## src/rtl/cfg_spi_slave.sv

```systemverilog
module cfg_spi_slave #(
  parameter int ADDR_W      = 5,
  parameter int DATA_W      = 8,
  parameter int CNT_W       = 2,
  parameter int SYNC_STAGES = 2,
  parameter logic [DATA_W-1:0] RST_VAL = '0
) (
  input  logic                            clk,
  input  logic                            rst_n,
  input  logic                            three_wire,
  input  logic                            cs_n,
  input  logic                            sclk,
  input  logic                            sdi,
  input  logic                            sdio_i,
  output logic                            sdio_o,
  output logic                            sdio_oe,
  output logic                            sdo,
  output logic [(1<<ADDR_W)*DATA_W-1:0]   regs_flat
);
  localparam int NREG  = 1 << ADDR_W;
  localparam int BIT_W = $clog2(DATA_W);
  localparam logic [BIT_W-1:0] LAST = BIT_W'(DATA_W - 1);

  typedef enum logic [1:0] {ST_INSTR, ST_DATA, ST_DONE} st_t;

  logic [SYNC_STAGES-1:0] sclk_p, cs_p, din_p;
  logic                   sclk_d;
  st_t                    st_q;
  logic [DATA_W-2:0]      shift_q;
  logic [BIT_W-1:0]       bit_q;
  logic [CNT_W-1:0]       left_q;
  logic [ADDR_W-1:0]      addr_q;
  logic                   rw_q, sdo_q, oe_q;
  logic [DATA_W-1:0]      regs_q [NREG];

  wire sclk_s   = sclk_p[SYNC_STAGES-1];
  wire cs_s     = cs_p[SYNC_STAGES-1];
  wire din_s    = din_p[SYNC_STAGES-1];
  wire rise     = sclk_s & ~sclk_d & ~cs_s;
  wire fall     = ~sclk_s & sclk_d & ~cs_s;
  wire last_bit = (bit_q == LAST);
  wire [DATA_W-1:0] byte_in = {shift_q, din_s};
  wire [BIT_W-1:0]  rd_idx  = LAST - bit_q;

  assign sdio_o  = sdo_q;
  assign sdio_oe = oe_q & three_wire;
  assign sdo     = three_wire ? 1'b0 : sdo_q;

  for (genvar i = 0; i < NREG; i++) begin : g_flat
    assign regs_flat[i*DATA_W +: DATA_W] = regs_q[i];
  end

  always_ff @(posedge clk or negedge rst_n) begin
    if (!rst_n) begin
      sclk_p  <= '0;
      cs_p    <= '1;
      din_p   <= '0;
      sclk_d  <= 1'b0;
      st_q    <= ST_INSTR;
      shift_q <= '0;
      bit_q   <= '0;
      left_q  <= '0;
      addr_q  <= '0;
      rw_q    <= 1'b0;
      sdo_q   <= 1'b0;
      oe_q    <= 1'b0;
      for (int i = 0; i < NREG; i++) regs_q[i] <= RST_VAL;
    end else begin
      sclk_p <= {sclk_p[SYNC_STAGES-2:0], sclk};
      cs_p   <= {cs_p[SYNC_STAGES-2:0], cs_n};
      din_p  <= {din_p[SYNC_STAGES-2:0], three_wire ? sdio_i : sdi};
      sclk_d <= sclk_s;
      if (cs_s) begin
        st_q  <= ST_INSTR;
        bit_q <= '0;
        oe_q  <= 1'b0;
      end else begin
        if (rise && st_q != ST_DONE) begin
          shift_q <= byte_in[DATA_W-2:0];
          bit_q   <= last_bit ? '0 : bit_q + 1'b1;
          if (last_bit) begin
            if (st_q == ST_INSTR) begin
              rw_q   <= byte_in[DATA_W-1];
              left_q <= byte_in[ADDR_W +: CNT_W];
              addr_q <= byte_in[ADDR_W-1:0];
              st_q   <= ST_DATA;
            end else begin
              if (!rw_q) regs_q[addr_q] <= byte_in;
              addr_q <= addr_q - 1'b1;
              if (left_q == '0) begin
                st_q <= ST_DONE;
                oe_q <= 1'b0;
              end else begin
                left_q <= left_q - 1'b1;
              end
            end
          end
        end
        if (fall && st_q == ST_DATA && rw_q) begin
          sdo_q <= regs_q[addr_q][rd_idx];
          oe_q  <= 1'b1;
        end
      end
    end
  end

  assert_oe_read_phase_R7: assert property (@(posedge clk) disable iff (!rst_n)
    sdio_oe |-> (st_q == ST_DATA && rw_q && !cs_s));

  assert_abort_clears_R9: assert property (@(posedge clk) disable iff (!rst_n)
    cs_s |=> (bit_q == '0 && st_q == ST_INSTR && !oe_q));

  assert_done_no_write_R10: assert property (@(posedge clk) disable iff (!rst_n)
    (st_q == ST_DONE) |=> $stable(regs_flat));

  assert_addr_step_R5: assert property (@(posedge clk) disable iff (!rst_n)
    (rise && st_q == ST_DATA && last_bit) |=> (addr_q == ADDR_W'($past(addr_q) - 1'b1)));

  assert_one_byte_per_clk_R3: assert property (@(posedge clk) disable iff (!rst_n)
    $countones(regs_flat ^ $past(regs_flat)) <= DATA_W);
endmodule

```

## config.mk

```make
export PLATFORM = sky130hd
export DESIGN_NAME = cfg_spi_slave
export DESIGN_NICKNAME = d
export VERILOG_FILES = /design/src/rtl/cfg_spi_slave.sv
export SDC_FILE = /design/constraint.sdc
export NUM_CORES = 1
export LEC_CHECK = 0
export BUFFER_PORTS_ARGS = -buffer_cell sky130_fd_sc_hd__buf_2
export CAP_MARGIN = 20
export CORE_MARGIN = 2
export CORE_UTILIZATION = 36
export CTS_CLUSTER_DIAMETER = 30
export DETAILED_ROUTE_END_ITERATION = 7
export HOLD_SLACK_MARGIN = 0.02
export PLACE_DENSITY = 0.66
export SETUP_SLACK_MARGIN = 0.15
export SYNTH_ARGS = -nofsm -noshare
export SYNTH_HDL_FRONTEND = slang
export SYNTH_SLANG_ARGS = --single-unit
```

## constraint.sdc

```tcl
create_clock -name clk -period 6.17 [get_ports clk]
set_clock_uncertainty 0.05 [all_clocks]
set_input_delay 1.851 -clock clk [delete_from_list [all_inputs] [get_ports clk]]
set_output_delay 1.851 -clock clk [all_outputs]
set_load 0.1 [all_outputs]
```

### Yosys cells after proc, flatten, opt, wreduce, memory -nomap -nowiden

Cells that the tools add are included.

* input port bits: 7
* flip-flop bits (word level): 285
* output and inout port bits: 259
* word-level logic and storage cells: 114

* bitwise gates (word level): 11
* reduce and logical (&&, ||, !) cells: 20
* muxes and demuxes: 27
* $lt $le $gt $ge: 3
* eq/ne operators: 5
* add/sub/neg operators: 4

Operator list (number)
* 256-bit bitwise mux: 1
* 8-bit binary-select mux with 5-bit select: 1
* 8-bit demux with 5-bit select: 1
* 8-bit 2-to-1 mux: 3
* 2-bit 2-to-1 mux: 7
* 4-bit AND reduction: 3
* 3-bit nonzero test: 4
* 1-bit 2-to-1 mux: 9
* 3-bit 2-to-1 mux: 3
* 6-bit >= comparator (second input constant): 1
* 6-bit by 1-bit less-than comparator with 1-bit output (second input constant): 1
* 5-bit NOT with 6-bit output: 1
* 3-bit AND reduction: 2
* 1-bit AND: 5
* 5-bit 2-to-1 mux: 1
* 1-bit NOT: 5
* 5-bit AND reduction: 1
* 5-bit by 1-bit subtractor with 5-bit output (second input constant): 1
* 1-bit logical AND: 4
* 2-bit zero test: 2
* 3-bit by 4-bit less-than comparator with 1-bit output (second input constant): 1
* 2-bit != test (second input constant): 2
* 2-bit AND reduction: 2
* 2-bit nonzero test: 2
* 7 further kinds: 7

### Logic depth before layout (Yosys ltp)

* depth in word-level cells: 7
* depth in mapped cells: 10
* depth with buffers taken out: 7

### Worst setup path before layout

No wires, ideal clock.

* kind: input port to output port
* from: input port three_wire
* to: output port sdo
* path slack: 1.083 ns
* stages on the path: 1
* data required time: 4.269 ns
* arrival time: 3.186 ns
* path buffers: 0
* cells stage by stage: nor2b_1

* word-level cells in the longest chain between the ends: 1

Ends and longest elaborated chain
* start, declared: RTL line 10 `input logic three_wire,`
* 1-bit 2-to-1 mux: RTL line 47 `assign sdo = three_wire ? 1'b0 : sdo_q;`
* end, declared: RTL line 17 `output logic sdo,`

No other way between the ends.

### Worst setup path after layout

Same ends and word-level chain as after synthesis.

==> results.sh <==
export IMPL_status="finished, final reports clean"
export IMPL_rows=70
export IMPL_cp_end_kind="primary output"
export IMPL_internal_power_mw=4.78
export IMPL_fin_ws_ns=1.79
export IMPL_avgSynthCellArea_um2=14.6
export IMPL_crit_fanout=3
export IMPL_fin_util=0.483
export IMPL_worstRegToRegCells=7
export IMPL_area_growth_pct=32.6
export IMPL_ff2ff_setup_slack_ns=2.76
export IMPL_ant_nets=0
export IMPL_drive_above_1_share=0.591
export IMPL_ir_drop_v=0.000244
export IMPL_vias_per_cell=5.50
export IMPL_critPathLaunchType="input pin"
export IMPL_cts_tree="yes"
export IMPL_wl_met1_um=18800
export IMPL_timing_final_crit_share=0.709
export IMPL_cts_sinks=285
export IMPL_fin_setup_tns_ns=0
export IMPL_maxSlewViolCount=0
export IMPL_crit_chain="buf_2 -> nor2b_1 -> buf_2"
export IMPL_wl_met3_um=3490
export IMPL_hold_buffers=0
export IMPL_layout_min_cycle_time_ns=4.38
export IMPL_grt_max_degree=156
export IMPL_dieArea_mm2=0.0385
export IMPL_ctsResizeCount=0
export IMPL_avgRoutedWirePerCell_um=26.0
export IMPL_synth_seq_cells=285
export IMPL_worst_pin_slew_ns=0.983
export IMPL_start_util=0.364
export IMPL_boundaryPins=266
export IMPL_drt_pass1_iter_count=5
export IMPL_fp_dieW_um=196
export IMPL_ys_warn_count=0
export IMPL_r2r_end="regs_flat[120]$_DFFE_PN0P_"
export IMPL_synthesis_area_mm2=0.0133
export IMPL_seqPwrFrac=0.316
export IMPL_worstPathArrival_ns=2.47
export IMPL_die_height_um=196
export IMPL_finalWeightedCongestion=0.886
export IMPL_pwr_share_comb=0.031
export IMPL_pre_cts_slack_ns=1.79
export IMPL_p_total_mw=6.13
export IMPL_max_stage_delay_ns=0.42
export IMPL_synth_fp_nets=925
export IMPL_rsz0062_at_grt="false"
export IMPL_grt_overflow=0
export IMPL_final_common_cell="dfrtp_1"
export IMPL_r2r_start="cs_p[1]$_DFF_PN1_"
export IMPL_powerDensity_mw_per_mm2=348
export IMPL_grt_use_total=0.236
export IMPL_fin_nets=1219
export IMPL_place_hpwl_um=30100
export IMPL_setup_viol=0
export IMPL_switchingPower_mw=1.35
export IMPL_maxUsedRoutingLayer="met4"
export IMPL_maxCapViolCount=0
export IMPL_cts_setup_buffers=0
export IMPL_layout_common_cells="dfrtp_1, mux2_2, buf_2"
export IMPL_worstHoldPathType="flop to flop"
export IMPL_holdPathEnd="din_p[1]$_DFF_PN0_"
export IMPL_crit_slowest_cell="buf_2"
export IMPL_path_clk_slew_ns=0.04
export IMPL_cts_buffers=75
export IMPL_p_clk_frac=0.654
export IMPL_synthArstFlopShare=1.00
export IMPL_synthCells=911
export IMPL_drt_iter0_markers=542
export IMPL_synth_edf_count=0
export IMPL_power_leakage_nw=9.27
export IMPL_wl_met2_um=21600
export IMPL_n_fill_cell=3179
export IMPL_worstSkewPairLatency_ns=0.57
export IMPL_antenna_cells=0
export IMPL_hold_path_startpoint="din_p[0]$_DFF_PN0_"
export IMPL_finalHoldViolations=0
export IMPL_whs_path_depth=0
export IMPL_grt_pass1_wl_um=65700
export IMPL_cts_buffer_depth=3
export IMPL_grt_pass1_vias=9750
export IMPL_fmax_ghz=0.229
export IMPL_swShare=0.220
export IMPL_h_tree_depth=3
export IMPL_synth_main_ff_cell="dfrtp_1"
export IMPL_core_mm2=0.0365
export IMPL_routed_wl_um=45000
export IMPL_io_buffer_count=265
export IMPL_crit_type="input pin to primary output"
export IMPL_critPathMostFrequentCell="buf_2"
export IMPL_ys_seq_area_frac=0.537
export IMPL_synth_cell_types=55
export IMPL_drc=0
export IMPL_root_buffer="clkbuf_16"
export IMPL_vias=9534
export IMPL_crit_required_ns=4.27
export IMPL_slew_headroom=0.344
export IMPL_antenna_found_initial=0
## per-stage QoR
step           area, um2  hold WS (ns)  cells
5_1_grt            17600         0.310   1734
4_1_cts            17600         0.303   1733
6_report           17600         0.299   1734
2_1_floorplan      13300         0.281    911
3_3_place_gp       15000         0.286   1595
3_5_place_dp       15000         0.299   1595
## flip-flops by register name, indices dropped and copies added (netlist names), 2 cells and up
name / flops
cs_p: 2
din_p: 2
st_q: 2
bit_q: 3
addr_q: 5
sclk_p: 2
left_q: 2
shift_q: 7
regs_flat: 256
## cell families (layout without fill, tap and decap cells)
logic type	Yosys count	after routing	synth area share
multiplexers	332	332	0.333
flip-flops	285	285	0.537
AND/OR/NAND/NOR	153	153	0.0608
buffers and inverters	69	424	0.0286
AO/OA/AOI/OAI	65	65	0.0344
adder cells (fa/ha/maj)	7	7	0.00659
## cell type report
| cell class | count | area (um2) | area share |
|---|---|---|---|
| Tap cell | 468 | 586 | 0.0332 |
| Clock inverter | 35 | 524 | 0.0297 |
| Clock buffer | 103 | 2090 | 0.119 |
| Inverter | 7 | 26.3 | 0.00149 |
| Timing Repair Buffer | 279 | 1470 | 0.0836 |
| Sequential cell | 285 | 7140 | 0.405 |
| Multi-Input combinational cell | 557 | 5780 | 0.328 |
## power by group through the flow
stage / Combinational, mW / Clock (mW) / Sequential [mW]
after global placement: 0.173 / 0 / 1.97
after detailed placement: 0.176 / 0 / 1.97
final: 0.188 / 4.01 / 1.93
after floorplan: 0.0915 / 0 / 1.93
after global routing: 0.205 / 4.19 / 1.94
after CTS: 0.177 / 4.07 / 1.94
## Yosys cell counts, types with 10 or more instances
library cell	n	area share
mux4_2	41	0.069
nand2_1	46	0.013
mux2_2	264	0.22
mux4_1	15	0.030
dfrtp_1	283	0.53
a21oi_1	13	0.0049
a22oi_1	10	0.0056
nor2_1	18	0.0051
clkbuf_1	33	0.0093
nand2_2	32	0.015
mux2i_1	11	0.0083
nand3_1	12	0.0045
## per-layer routing
metal / track usage / vias up
li1: - / 4026
met1: 0.305 / 5031
met2: 0.374 / 406
met3: 0.0725 / 71
met4: 0.0864 / 0
met5: 0 / -
## how the worst max path moves through the flow
stage,start,slack (ns),endpoint
2_1_floorplan,three_wire,1.08,sdo
3_3_place_gp,three_wire,1.77,sdo
3_5_place_dp,three_wire,1.79,sdo
4_1_cts,three_wire,1.79,sdo
5_1_grt,three_wire,1.76,sdo
6_report,three_wire,1.79,sdo
## critical path: cells and delay by family
family | cells | cell delay [ns]
buffers and inverters | 2 | 0.53
AND/OR/NAND/NOR | 1 | 0.09
Note: power is estimated with default switching activity, not from simulation.
